==> src/rtl/irq_chain_pkg.sv <==
package irq_chain_pkg;
  localparam int ST_W = 2;

  typedef struct packed {
    logic pend;
    logic en;
  } slot_stat_t;
endpackage

==> src/rtl/irq_slot.sv <==
module irq_slot
  import irq_chain_pkg::*;
#(
  parameter int VEC_W = 4,
  parameter logic [VEC_W-1:0] CODE = '0
) (
  input  logic             clk,
  input  logic             rst_n,
  input  logic             ack_in,
  output logic             ack_out,
  input  logic             raise,
  input  logic             wr_en,
  input  slot_stat_t       wr_data,
  output slot_stat_t       stat,
  output logic             req,
  output logic             drive,
  output logic [VEC_W-1:0] vec_drv
);
  slot_stat_t stat_q;

  assign req     = stat_q.en & stat_q.pend;
  assign drive   = ack_in & req;
  assign ack_out = ack_in & ~req;
  assign vec_drv = drive ? CODE : '0;
  assign stat    = stat_q;

  always_ff @(posedge clk) begin
    if (!rst_n) begin
      stat_q <= '0;
    end else if (wr_en) begin
      stat_q <= wr_data;
    end else begin
      stat_q.pend <= raise | (stat_q.pend & ~drive);
    end
  end

  // a served slice drops its flag when nothing overrides it
  assert_served_clears_R5: assert property (@(posedge clk) disable iff (!rst_n)
    (drive && !wr_en && !raise) |=> !stat_q.pend);

  // a masked slice never loses its flag and never claims the pulse
  assert_masked_keeps_R3: assert property (@(posedge clk) disable iff (!rst_n)
    (!stat_q.en && !wr_en) |=> stat_q.pend >= $past(stat_q.pend));

  assert_masked_forwards_R3: assert property (@(posedge clk) disable iff (!rst_n)
    (ack_in && !stat_q.en) |-> ack_out);

  // raise beats the acknowledge clear
  assert_raise_wins_R9: assert property (@(posedge clk) disable iff (!rst_n)
    (raise && !wr_en) |=> stat_q.pend);

  // a status write lands as written
  assert_write_loads_R8: assert property (@(posedge clk) disable iff (!rst_n)
    wr_en |=> (stat_q == $past(wr_data)));
endmodule

==> src/rtl/irq_vec_merge.sv <==
module irq_vec_merge #(
  parameter int N     = 4,
  parameter int VEC_W = 4
) (
  input  logic [N-1:0]            drive,
  input  logic [N-1:0][VEC_W-1:0] vec_drv,
  output logic [VEC_W-1:0]        vec
);
  always_comb begin
    vec = '0;
    for (int i = 0; i < N; i++) begin
      vec = vec | vec_drv[i];
    end
  end

  // an idle bus reads zero
  always_comb begin
    if (drive == '0) assert_idle_zero_R6: assert (vec == '0);
  end
endmodule

==> src/rtl/irq_ack_chain.sv <==
module irq_ack_chain
  import irq_chain_pkg::*;
#(
  parameter int NUM_SLOTS = 4,
  parameter int VEC_W     = 4,
  parameter int VEC_BASE  = 8,
  localparam int SEL_W    = (NUM_SLOTS > 1) ? $clog2(NUM_SLOTS) : 1
) (
  input  logic                 clk,
  input  logic                 rst_n,
  input  logic [NUM_SLOTS-1:0] raise_i,
  input  logic                 ack_i,
  input  logic [SEL_W-1:0]     st_sel_i,
  input  logic                 st_we_i,
  input  logic [ST_W-1:0]      st_wdata_i,
  output logic [ST_W-1:0]      st_rdata_o,
  output logic                 irq_o,
  output logic [VEC_W-1:0]     vec_o,
  output logic [NUM_SLOTS-1:0] drive_o,
  output logic                 ack_pass_o
);
  logic [NUM_SLOTS:0]                ack_ch;
  logic [NUM_SLOTS-1:0]              req;
  logic [NUM_SLOTS-1:0]              drive;
  logic [NUM_SLOTS-1:0][VEC_W-1:0]   vec_drv;
  slot_stat_t [NUM_SLOTS-1:0]        stat;
  slot_stat_t                        wdata;

  assign ack_ch[0] = ack_i;
  assign wdata     = slot_stat_t'(st_wdata_i);

  for (genvar i = 0; i < NUM_SLOTS; i++) begin : g_slot
    localparam logic [VEC_W-1:0] CODE_I = VEC_W'(VEC_BASE + i);
    logic wr_hit;
    assign wr_hit = st_we_i && (st_sel_i == SEL_W'(i));

    irq_slot #(.VEC_W(VEC_W), .CODE(CODE_I)) u_slot (
      .clk     (clk),
      .rst_n   (rst_n),
      .ack_in  (ack_ch[i]),
      .ack_out (ack_ch[i+1]),
      .raise   (raise_i[i]),
      .wr_en   (wr_hit),
      .wr_data (wdata),
      .stat    (stat[i]),
      .req     (req[i]),
      .drive   (drive[i]),
      .vec_drv (vec_drv[i])
    );
  end

  irq_vec_merge #(.N(NUM_SLOTS), .VEC_W(VEC_W)) u_merge (
    .drive   (drive),
    .vec_drv (vec_drv),
    .vec     (vec_o)
  );

  assign irq_o      = |req;
  assign drive_o    = drive;
  assign ack_pass_o = ack_ch[NUM_SLOTS];
  assign st_rdata_o = stat[st_sel_i];

  // at most one slice on the bus
  assert_one_driver_R7: assert property (@(posedge clk) disable iff (!rst_n)
    $onehot0(drive_o));

  // an unclaimed pulse means no enabled request existed
  assert_pass_quiet_R6: assert property (@(posedge clk) disable iff (!rst_n)
    ack_pass_o |-> !irq_o);

  // a raised line with an acknowledge is always claimed
  assert_claimed_R4: assert property (@(posedge clk) disable iff (!rst_n)
    (ack_i && irq_o) |-> (drive_o != '0));

  // state is clear in the first cycle after reset
  assert_reset_clear_R1: assert property (@(posedge clk)
    $rose(rst_n) |-> !irq_o);
endmodule

==> config.mk <==
export PLATFORM = sky130hd
export DESIGN_NAME = irq_ack_chain
export DESIGN_NICKNAME = d
export VERILOG_FILES = /design/src/rtl/irq_chain_pkg.sv /design/src/rtl/irq_slot.sv /design/src/rtl/irq_vec_merge.sv /design/src/rtl/irq_ack_chain.sv
export SDC_FILE = /design/constraint.sdc
export NUM_CORES = 1
export LEC_CHECK = 0
export BUFFER_PORTS_ARGS = -buffer_cell sky130_fd_sc_hd__buf_2
export CORE_UTILIZATION = 40
export DETAILED_ROUTE_END_ITERATION = 16
export HOLD_SLACK_MARGIN = 0.15
export PLACE_DENSITY = 0.75
export SLEW_MARGIN = 10
export SYNTH_ARGS = -nofsm -noshare
export SYNTH_HDL_FRONTEND = slang
export SYNTH_SLANG_ARGS = --single-unit
==> constraint.sdc <==
create_clock -name clk -period 1.3 [get_ports clk]
set_input_delay 0.065 -clock clk [delete_from_list [all_inputs] [get_ports clk]]
set_output_delay 0.065 -clock clk [all_outputs]
set_load 0.005 [all_outputs]
==> reports/results.tsv <==
metric	value	unit
CTS buffer count	3	
Achievable Freq	0.765	GHz
Die ar.	0.00151	mm²
WL final	1.28	mm
clock buffer depth	2	
max-slew violation count	0	
GRT Overall Usage	19.1	%
CP top delay family	multiplexers	
RSZ-0062 raised after global routing	true	
Final nets	103	
Storage cell area	170	µm²
DRC	0	
Detailed Route Iter0 Violations	7	
Die Wd	38.8	µm
area grow syn2layout	37.9	%
Synth Cell Area	542	µm²
GR Layer Usage met2	33.8	%
fillers	110	
Tightest Hold Check Type	input port to flip-flop	
worst skew pair latency	0.25	ns
Area contributors post-synth	dfxtp_1 (30%), mux4_1 (9.7%), mux2i_1 (9.2%)	
I/O Pins	24	
post-route setup slack	-0.00784	ns
startpoint types	flip-flop	
pin count of the biggest net entering global routing	8	
Setup crit end kind	output port	
status	complete, but fails checks	
failing checks	negative setup slack	
net load switching power	0.156	mW
Root Driver	clkbuf_4	
met1 Use GR	22.2	%
Port-buffer cells	22	
area of the core	0.00119	mm²
Switching Share	26.0	%
drt wl/cell	12.4	µm
Worst Path Arrival	1.24	ns
delay of the slowest critical-path stage	0.49	ns
Syn. warnings	0	
Cells after DPL	93	
CP Cell Sequence	mux4_1, buf_2	
vias per cell	5.35	
required time of the critical path	1.24	ns
CP max-delay cell	mux4_1	
#FFs+latches synth	8	
number of flops mapped to enable cells by yosys	0	
antenna cells	0	
initial antenna violation count	0	
share of layout cells above drive strength 1	46.1	%
hold wc startpoint	raise_i[0]	
commonest cells in the netlist	dfxtp_1 (8), nor2_1 (8), nand2_1 (7), buf_4 (5), mux2i_1 (5)	
ys flop type	dfxtp_1	
GRT overflow	0	
vias	551	
# clock sinks	8	
register share of total power	47.2	%
clock-pin slew on the worst setup and hold paths	0.05	ns
Yosys top cell area share	29.6	%
synthesized area per cell	8.74	µm²
post-detail-place hpwl	950	µm
CP bufs+invs	1	
Clk pwr share	30.9	%
DIE HEIGHT	38.8	µm
Final Hold Viols	0	
CTS tree	yes	
critical path type	flip-flop to output port	
Synthesized Nets	74	
PwrDens	803	mW/mm²
vias in the first global route	472	
area leader, netlist	dfxtp_1	
Place WS	0.177	ns
ys async rst share	0	%
start point of the critical path	g_slot[0].u_slot.stat[0]	
Synth cell types	26	
Final GP Congestion	0.793	
Multi-input gate area	338	µm²
Mapped Cells	62	
combinational share of power	21.9	%
worst vdd ir	0.721	mV
reg-to-reg slack, setup	0.25	ns
first-pass GRT wire length	1.95	mm
final worst-path cycle share	101	%
most used routing layer	met2	
Row Count	12	
Non-Filler Instances	103	
met3 Usage GRT	1.73	%
Fin Clk Skew	0.00494	ns
Leakage	0.380	nW
Initial DRT Pass Iterations	4	
Seq/Total Area, Yosys	29.6	%
Power Internal	0.444	mW
max FFs per register	8	
max-cap violations	0	
reg2reg start	g_slot[0].u_slot.stat[1]	
Final setup viols	1	
fin crit period	1.31	ns
H-tree Lvls	1	
Detail Route Antenna Nets	0	
crit path max fanout	6	
initial core utilization	45.7	%
==> worst register-to-register path: stages (launching register included) <==
cell,delay [ns]
dfxtp_4,0.36
a21boi_4,0.19
a21boi_0,0.11
o311a_1,0.29
==> cells by family after synthesis <==
family,after synthesis,share of synthesized area (%)
AO/OA/AOI/OAI,12,16.6
buffers and inverters,9,9.70
flip-flops,8,29.6
multiplexers,7,18.9
other,1,0.692
AND/OR/NAND/NOR,25,24.5
==> layer usage <==
layer | share of wire, % | vias up | wire length, µm
met1 | 47 | 246 | 604
li1 | - | 278 | -
met4 | 0.70 | 0 | 9
met3 | 4.4 | 2 | 56
met2 | 48 | 25 | 611
met5 | 0 | - | 0
==> timing repair <==
action	4_1_cts	5_1_grt
setup endpoints to repair	3	7
pin swaps	1	1
setup buffers	1	0
resized for setup	4	7
hold endpoints to repair	8	0
hold buffers	6	0
==> path summary, 6_finish.rpt <==
kind,end,cells after the start
max,st_rdata_o[0],2
min,g_slot[0].u_slot.stat[1],3
max reg2reg,g_slot[1].u_slot.stat[1],3
min reg2reg,g_slot[2].u_slot.stat[0],2
==> final cells by class <==
class / count / share of cell area, %
clock buffers: 3 / 3.02
inverters: 4 / 2.01
multi-input cells: 45 / 45.2
flip-flops and latches: 8 / 22.8
well taps: 14 / 2.35
repair buffers: 29 / 24.6
==> placed cells by master, fill, tap and decap left out, types with 2 or more instances in the layout <==
master	n
dlygate4sd3_1	6
buf_2	21
inv_1	4
nand3_1	3
dfxtp_1	2
a211oi_1	2
and3_2	2
mux2i_1	5
clkbuf_4	3
nand2_1	7
nor2_1	8
dfxtp_2	5
==> power by group through the flow <==
stage	registers (mW)	clock network, mW	logic [mW]
global placement	0.281	0	0.107
CTS	0.279	0.191	0.126
finish	0.283	0.185	0.132
detailed placement	0.282	0	0.109
global route	0.286	0.199	0.145
floorplan	0.277	0	0.0656
==> per-stage QoR <==
step                      area, µm²  TNS (ns)  hold WS [ns]  utilization [%]  total power [mW]
after floorplan                 542         0         0.196                -             0.343
after global placement          632         0         0.312             53.3             0.388
after detailed placement        632         0         0.333             53.3             0.392
after CTS                       731         0         0.173             61.6             0.596
after global routing            747   -0.0678         0.164             63.0             0.629
final                           747  -0.00784         0.168             63.0             0.600
Power figures use the tool's default switching activity.
